$ cat config.mk
export PLATFORM = sky130hd
export DESIGN_NAME = psram_burst_host
export DESIGN_NICKNAME = d
export VERILOG_FILES = /design/src/rtl/psram_host_pkg.sv /design/src/rtl/psram_cfg_word.sv /design/src/rtl/psram_beat_ctl.sv /design/src/rtl/psram_burst_host.sv
export SDC_FILE = /design/constraint.sdc
export NUM_CORES = 1
export LEC_CHECK = 0
export BUFFER_PORTS_ARGS = -buffer_cell sky130_fd_sc_hd__buf_2
export CAP_MARGIN = 20
export CORE_ASPECT_RATIO = 1.1
export CORE_MARGIN = 3
export CORE_UTILIZATION = 44
export DETAILED_ROUTE_END_ITERATION = 7
export PLACE_DENSITY = 0.74
export RECOVER_POWER = 50
export SYNTH_ARGS = -nofsm -noshare
export SYNTH_HDL_FRONTEND = slang
export SYNTH_SLANG_ARGS = --single-unit
$ cat constraint.sdc
create_clock -name clk -period 1.9 [get_ports clk]
set_input_delay 0.38 -clock clk [delete_from_list [all_inputs] [get_ports clk]]
set_output_delay 0.38 -clock clk [all_outputs]
set_load 0.05 [all_outputs]
$ cat src/rtl/psram_host_pkg.sv
package psram_host_pkg;

  typedef enum logic [2:0] {
    ST_BOOT,
    ST_CFG_ADDR,
    ST_CFG_HOLD,
    ST_GAP,
    ST_IDLE,
    ST_ADDR,
    ST_DATA,
    ST_TAIL
  } host_state_e;

  // Configuration word written once after reset.
  function automatic logic [15:0] cfg_word(input int unsigned lat_clks);
    logic [15:0] w;
    w        = '0;
    w[15]    = 1'b0;            // clocked burst operation
    w[14]    = 1'b0;            // variable latency
    w[13:11] = 3'(lat_clks - 1);
    w[10]    = 1'b1;            // WAIT active high
    w[8]     = 1'b1;            // WAIT one clock ahead of data
    w[5:4]   = 2'b01;           // half drive
    w[3]     = 1'b1;            // no wrap
    w[2:0]   = 3'b111;          // continuous
    return w;
  endfunction

endpackage

$ cat src/rtl/psram_cfg_word.sv
module psram_cfg_word
  import psram_host_pkg::*;
#(
  parameter int ADDR_W   = 22,
  parameter int LAT_CLKS = 5
) (
  output logic [ADDR_W-1:0] cfg_addr
);
  localparam logic [15:0] CfgBits = cfg_word(LAT_CLKS);

  generate
    if (ADDR_W >= 20) begin : g_wide
      always_comb begin
        cfg_addr        = '0;
        cfg_addr[15:0]  = CfgBits;
        cfg_addr[19:18] = 2'b10;  // select bus configuration register
      end
    end else begin : g_narrow
      assign cfg_addr = '0;
    end
  endgenerate
endmodule

$ cat src/rtl/psram_beat_ctl.sv
module psram_beat_ctl #(
  parameter int LEN_W    = 5,
  parameter int TMO_CLKS = 16
) (
  input  logic             clk,
  input  logic             rst_n,
  input  logic             active,
  input  logic             mem_wait,
  input  logic [LEN_W-1:0] len,
  output logic             beat,
  output logic             last,
  output logic             timeout
);
  localparam int CW = $clog2(TMO_CLKS + 1) + 1;

  logic [LEN_W-1:0] cnt_q, cnt_d;
  logic [CW-1:0]    wcnt_q, wcnt_d;

  assign beat    = active && !mem_wait;
  assign last    = beat && (cnt_q == len);
  assign timeout = active && mem_wait && (wcnt_q == CW'(TMO_CLKS));

  always_comb begin
    cnt_d  = cnt_q;
    wcnt_d = wcnt_q;
    if (!active) begin
      cnt_d  = '0;
      wcnt_d = '0;
    end else if (beat) begin
      cnt_d  = cnt_q + 1'b1;
      wcnt_d = '0;
    end else if (!timeout) begin
      wcnt_d = wcnt_q + 1'b1;
    end
  end

  always_ff @(posedge clk or negedge rst_n) begin
    if (!rst_n) begin
      cnt_q  <= '0;
      wcnt_q <= '0;
    end else begin
      cnt_q  <= cnt_d;
      wcnt_q <= wcnt_d;
    end
  end
endmodule

$ cat src/rtl/psram_burst_host.sv
module psram_burst_host
  import psram_host_pkg::*;
#(
  parameter int ADDR_W   = 22,
  parameter int DATA_W   = 16,
  parameter int LEN_W    = 5,
  parameter int LAT_CLKS = 5,
  parameter int TMO_CLKS = 16
) (
  input  logic              clk,
  input  logic              rst_n,
  input  logic              req_valid,
  output logic              req_ready,
  input  logic [ADDR_W-1:0] req_addr,
  input  logic              req_write,
  input  logic [LEN_W-1:0]  req_len,
  input  logic [DATA_W-1:0] wr_data,
  output logic              wr_ack,
  output logic [DATA_W-1:0] rd_data,
  output logic              rd_valid,
  output logic              timeout_err,
  output logic [ADDR_W-1:0] mem_addr,
  output logic              mem_cre,
  output logic              mem_adv_n,
  output logic              mem_ce_n,
  output logic              mem_oe_n,
  output logic              mem_we_n,
  output logic              mem_ub_n,
  output logic              mem_lb_n,
  input  logic              mem_wait,
  output logic [DATA_W-1:0] mem_dq_out,
  output logic              mem_dq_oe,
  input  logic [DATA_W-1:0] mem_dq_in
);
  host_state_e state_q, state_d;

  logic [ADDR_W-1:0] addr_q;
  logic              wr_q;
  logic [LEN_W-1:0]  len_q;
  logic [DATA_W-1:0] dq_out_q;
  logic [DATA_W-1:0] rd_data_q;
  logic              cap_pend_q, rd_valid_q, err_q;
  logic [ADDR_W-1:0] cfg_addr;
  logic              beat, last, timeout;
  logic              accept, in_cfg, in_burst, data_ph;

  psram_cfg_word #(.ADDR_W(ADDR_W), .LAT_CLKS(LAT_CLKS)) u_cfg (
    .cfg_addr (cfg_addr)
  );

  psram_beat_ctl #(.LEN_W(LEN_W), .TMO_CLKS(TMO_CLKS)) u_beat (
    .clk      (clk),
    .rst_n    (rst_n),
    .active   (state_q == ST_DATA),
    .mem_wait (mem_wait),
    .len      (len_q),
    .beat     (beat),
    .last     (last),
    .timeout  (timeout)
  );

  assign accept = (state_q == ST_IDLE) && req_valid;

  always_comb begin
    state_d = state_q;
    unique case (state_q)
      ST_BOOT:     state_d = ST_CFG_ADDR;
      ST_CFG_ADDR: state_d = ST_CFG_HOLD;
      ST_CFG_HOLD: state_d = ST_GAP;
      ST_GAP:      state_d = ST_IDLE;
      ST_IDLE:     if (req_valid) state_d = ST_ADDR;
      ST_ADDR:     state_d = ST_DATA;
      ST_DATA: begin
        if (timeout)   state_d = ST_GAP;
        else if (last) state_d = ST_TAIL;
      end
      ST_TAIL:     state_d = ST_GAP;
      default:     state_d = ST_BOOT;
    endcase
  end

  always_ff @(posedge clk or negedge rst_n) begin
    if (!rst_n) begin
      state_q    <= ST_BOOT;
      addr_q     <= '0;
      wr_q       <= 1'b0;
      len_q      <= '0;
      dq_out_q   <= '0;
      rd_data_q  <= '0;
      cap_pend_q <= 1'b0;
      rd_valid_q <= 1'b0;
      err_q      <= 1'b0;
    end else begin
      state_q <= state_d;
      if (accept) begin
        addr_q <= req_addr;
        wr_q   <= req_write;
        len_q  <= req_len;
      end
      if (beat && wr_q) dq_out_q <= wr_data;
      cap_pend_q <= beat && !wr_q;
      rd_valid_q <= cap_pend_q;
      if (cap_pend_q) rd_data_q <= mem_dq_in;
      err_q <= timeout;
    end
  end

  assign in_cfg   = (state_q == ST_CFG_ADDR) || (state_q == ST_CFG_HOLD);
  assign data_ph  = (state_q == ST_DATA) || (state_q == ST_TAIL);
  assign in_burst = (state_q == ST_ADDR) || data_ph;

  assign req_ready   = (state_q == ST_IDLE);
  assign wr_ack      = beat && wr_q;
  assign rd_data     = rd_data_q;
  assign rd_valid    = rd_valid_q;
  assign timeout_err = err_q;

  assign mem_addr   = in_cfg ? cfg_addr : addr_q;
  assign mem_cre    = in_cfg;
  assign mem_adv_n  = !((state_q == ST_CFG_ADDR) || (state_q == ST_ADDR));
  assign mem_ce_n   = !(in_cfg || in_burst);
  assign mem_we_n   = !(in_cfg || (in_burst && wr_q));
  assign mem_oe_n   = !(data_ph && !wr_q);
  assign mem_ub_n   = !in_burst;
  assign mem_lb_n   = !in_burst;
  assign mem_dq_oe  = data_ph && wr_q;
  assign mem_dq_out = dq_out_q;
endmodule

# Yosys cells after proc, flatten, opt, wreduce, memory -nomap -nowiden
# Index checks and enable logic that the tools add are counted.
dict set report totals {
  reg_bits 77
  inputBits 64
  output_inout_bits 66
  elab_cells 62
}
dict set report op_classes {
  addsub 2
  n_eq_ne 13
  n_mux 10
  n_reduce_logical 26
}
# operator n
set op_table {}
lappend op_table {{$mux W22} 1}
lappend op_table {{$pmux W3 S7} 1}
lappend op_table {{$mux W6} 3}
lappend op_table {{$eq A3 B3 Y1 const B} 4}
lappend op_table {{$logic_and A1 B1 Y1} 10}
lappend op_table {{$mux W5} 2}
lappend op_table {{$mux W3} 3}
lappend op_table {{$logic_not A1 Y1} 7}
lappend op_table {{$add A6 B1 Y6 const B} 1}
lappend op_table {{$eq A3 B2 Y1 const B} 2}
lappend op_table {{$eq A6 B5 Y1 const B} 1}
lappend op_table {{$logic_or A1 B1 Y1} 6}
lappend op_table {{$ne A3 B3 Y1 const B} 2}
lappend op_table {{$add A5 B1 Y5 const B} 1}
lappend op_table {{$eq A5 B5 Y1} 1}
lappend op_table {{$ne A2 B2 Y1 const B} 2}
lappend op_table {{$eq A3 B1 Y1 const B} 1}
lappend op_table {{$logic_not A3 Y1} 1}
lappend op_table {{$reduce_and A2 Y1} 1}
lappend op_table {{$reduce_or A2 Y1} 1}

# Longest topological paths before layout
dict set report logic_depth {
  ltp_word 6
  depth_mapped 6
  depth_no_buf 6
}

# Modules after synthesis
# A second synthesis with hierarchy kept.
dict set report unflattened {
  cells_unflattened 270
  area_unflattened_um2 3746.1
}
# mod instances cells_each area_per_inst_um2 seq_area_each_um2
set by_module_without_submodules {}
lappend by_module_without_submodules {psram_burst_host 1 185 2932.8 1651.6}
lappend by_module_without_submodules {psram_beat_ctl 1 61 640.6 275.3}
lappend by_module_without_submodules {psram_cfg_word 1 24 172.7 0.0}

# Worst setup path after synthesis
# OpenSTA, ideal clock, no wires.
dict set report synth_path {
  kind {reg-to-output}
  start {register state_q[2]}
  end {output wr_ack}
  arrival_ns 1.850
  t_required_ns 1.520
  slack_ns -0.330
  path_stages_with_launch 6
  path_buffers 2
  path_cell_list {dfrtp_1 > buf_2 > and3_1 > nand2_1 > buf_2 > inv_1}
}
dict set report synth_via {
  elab_chain_len 3
}
# element line_no
set synth_rtl {}
lappend synth_rtl {{from (decl)} psram_burst_host.sv:35} ;# host_state_e state_q, state_d;
lappend synth_rtl {{from (signal assigned)} psram_burst_host.sv:94} ;# state_q <= state_d;
lappend synth_rtl {{$eq A3 B3 Y1} psram_burst_host.sv:54} ;# .active (state_q == ST_DATA),
lappend synth_rtl {{$logic_and A1 B1 Y1} psram_beat_ctl.sv:19} ;# assign beat = active && !mem_wait;
lappend synth_rtl {{$logic_and A1 B1 Y1} psram_burst_host.sv:113} ;# assign wr_ack = beat && wr_q;
lappend synth_rtl {{to (decl)} psram_burst_host.sv:18} ;# output logic wr_ack,
# No other way between the ends.

# Worst setup path after layout
dict set report layout_path {
  start {register state_q[0]}
  end {output mem_addr[19]}
}
dict set report layout_via {
  elab_chain_len 3
  word_cells_on_any_way 4
  classes_between {2 x eq/ne; 1 x mux; 1 x reduce/logical}
}
# element line_no
set layout_rtl {}
lappend layout_rtl {{$eq A3 B1 Y1 or $eq A3 B2 Y1 (tied branches)} psram_burst_host.sv:108} ;# assign in_cfg = (state_q == ST_CFG_ADDR) || (state_q == ST_CFG_HOLD);
lappend layout_rtl {{$logic_or A1 B1 Y1 (*)} psram_burst_host.sv:108}
lappend layout_rtl {{$mux W22 (*)} psram_burst_host.sv:118} ;# assign mem_addr = in_cfg ? cfg_addr : addr_q;
lappend layout_rtl {{to (decl)} psram_burst_host.sv:22} ;# output logic [ADDR_W-1:0] mem_addr,
# Every way passes the cells marked *; elsewhere a longest branch is shown, timed or not.

==> results.cfg <==
[run_status]
status = complete, but fails checks
violations = setup timing

[place]
dp_hpwl_um = 5045
port_buffers = 129
place_congestion = 0.8378

[sta]
setup-violations-final = 24
setup_slack_ns = -0.1094
finalClockSkew_ns = 0.01374
fin_crit_ns = 2.009
relSlewSlack = 0.4541
tightest_slew_ns = 0.8188
fmax_mhz = 497.7
hold_violations = 0
grt_setup_unrepaired = true
maxSlewViolCount = 0
post-route-period-util = 1.058

[grt]
grt_max_degree = 45
grt_pass1_vias = 2394
grt_use_total = 0.1715
grt_overflow = 0
antenna_found_initial = 0
grt_pass1_wl_um = 11210

[yosys]
yosysSeqAreaShare = 0.5887
synth_edf_count = 0
synth_cell_types = 29
ys_warn_count = 0
ys_top_cells_by_count = dfrtp_1, mux2_2, nor2_1
synth_area_um2 = 3273
syn_inst = 242
yosysTopAreaCellShare = 0.5887
syn_avg_cell_area_um2 = 13.53
netlist_top_cells_area = dfrtp_1, mux2_2, nor2b_1
yosys.area_share.simple = 0.1051
synth_compound_area_frac = 0.01223
synth.most_common_cell = dfrtp_1
synth-main-ff-cell = dfrtp_1
async_flop_share = 1.000
synth-xor-area-share = 0.04014
synthAdderAreaFrac = 0.01147
synth-seq-cells = 77
synth.area.mux_share = 0.2125
synth_fp_nets = 309
synth_top_area_cell = dfrtp_1
synth_top_family_by_area = multiplexers

[worst_hold_path]
min_path_type = input port to flop

[finish]
fill_cells = 526
area_growth_pct = 45.37
final_util = 0.6677
final_nets = 456
drive_above_1_share = 0.6523

[detailed_routing]
dr.first_iter.drc_count = 68
drc = 0
vias = 2357
vias_per_cell = 4.910
drt_first_pass_iters = 4
wl_per_cell_um = 15.89
ant_nets = 0
wirelength_um = 7625

[worst_setup_path]
worst-r2r-setup-slack_ns = 0.19
crit_arrival_ns = 1.63
worstPathRequired_ns = 1.52
worstSetupPathType = flop to output pin
crit_path_end_kind = output pin
cp-start-kind = flop
crit_fanout = 12

[die]
die-area_um2 = 8511
initial_core_util = 0.4593
core-area_um2 = 7127
ioPinCount = 130
rows = 32
die_h_um = 96.46
die_w_um = 88.24

[clocking]
clk_pin_slew_ns = 0.09
cts_root_buf = clkbuf_8
cts.sinks = 77
htreeDepth = 3
cts_buffer_depth = 2
cts-buffers-inserted = 9
cts_tree = yes
clkLatencyLatePin_ns = 0.34

[job]
cap_violations = 0
worst paths after layout:
| check | start | depth (start not counted) | end |
|---|---|---|---|
| hold reg to reg | mem_dq_out[5] | 1 | mem_dq_out[5] |
| setup / recovery | state_q[0] | 5 | mem_addr[19] |
| min in group asynchronous | rst_n | 2 | addr_q[11] |
| setup reg to reg | state_q[1] | 5 | addr_q[1] |
| max in group asynchronous | rst_n | 3 | state_q[2] |
| hold / removal | req_addr[13] | 2 | addr_q[13] |
per-stage QoR:
step           setup TNS, ns  cell area, um2  instances  hold WS (ns)  setup WS [ns]
6_report              -1.861            4758        480        0.2665        -0.1094
5_1_grt               -5.165            4756        479        0.2486        -0.1585
4_1_cts               -2.503            4643        472        0.2501        -0.1457
3_5_place_dp               0            4054        452        0.3629         0.1576
3_3_place_gp               0            4054        452        0.3548         0.2061
2_1_floorplan         -1.530            3281        242       0.08441        -0.1403
what timing repair did:
action,in CTS,in global routing
cloned,2,1
endpoints found under the setup margin,29,29
setup buffers,1,6
hold endpoints to repair,18,0
pin swaps,3,3
hold buffers,1,0
resized for setup,94,23
per-layer routing:
layer,routed length [um],vias up,part of all wire,global-route usage
met2,4150,84,0.54,0.2924
li1,-,1113,-,-
met1,2849,1152,0.37,0.1995
met5,0,-,0,0
met4,103,0,0.014,0.08060
met3,522,8,0.068,0.04750
kinds of logic after synthesis:
logic type / after synthesis
AOI/OAI and AO/OA: 6
xor gates and xnor gates: 15
adders and majority gates: 3
buffers and inverters: 18
DFF: 77
muxes: 62
and+or+nand+nor: 61
worst max-delay path: stages (launching register included):
cell	delay [ns]
dfrtp_2	0.45
xnor2_4	0.20
nor2_4	0.07
buf_12	0.14
or2_2	0.28
buf_6	0.16
registers in the layout, indices dropped and copies added, names as in the netlist:
name           flops
rd_valid           1
state_q            3
timeout_err        1
cap_pend_q         1
u_beat.wcnt_q      6
u_beat.cnt_q       5
addr_q            22
wr_q               1
len_q              5
rd_data           16
mem_dq_out        16
placed cells by master, fill, tap and decap left out, types with 2 or more instances in the layout:
cell        Yosys  final
inv_1           6      5
buf_12          0      4
buf_4           1     13
clkbuf_8        0     10
or2_2           9      3
buf_2           3    100
dfrtp_1        77     74
mux2_2         60     60
nor2b_4         0     13
nand3b_1        2      2
buf_8           0     12
ha_1            3      3
nand3_1         4      4
nor2_1         16     13
nand2_2         0      2
xor2_1         10     10
or2_4           1      7
dfrtp_2         0      3
buf_6           3     15
nor3_1          2      2
mux2i_1         2      2
nor2_2          0      2
a21oi_1         2      2
nor4_1          2      2
nor2b_1        15      2
nand2_1         4      2
nand2b_1        2      2
clkinvlp_4      0      2
nand4b_1        2      2
xnor2_1         5      4
buf_16          0      2
cell type report:
class                      instances  area (um2)  area share
antenna                            1       2.502   0.0005259
clock buffer                      11       141.4     0.02971
clock inverter                     5       58.81     0.01236
inverter                           6       22.52    0.004733
multi-input combinational        147        1399      0.2940
sequential                        77        1931      0.4057
tap                               85       106.4     0.02235
timing repair buffer             148        1097      0.2306
Power is left out: the tool's default activity adds up to more than one toggle a clock period on the data nets, which glitch-free logic cannot reach.
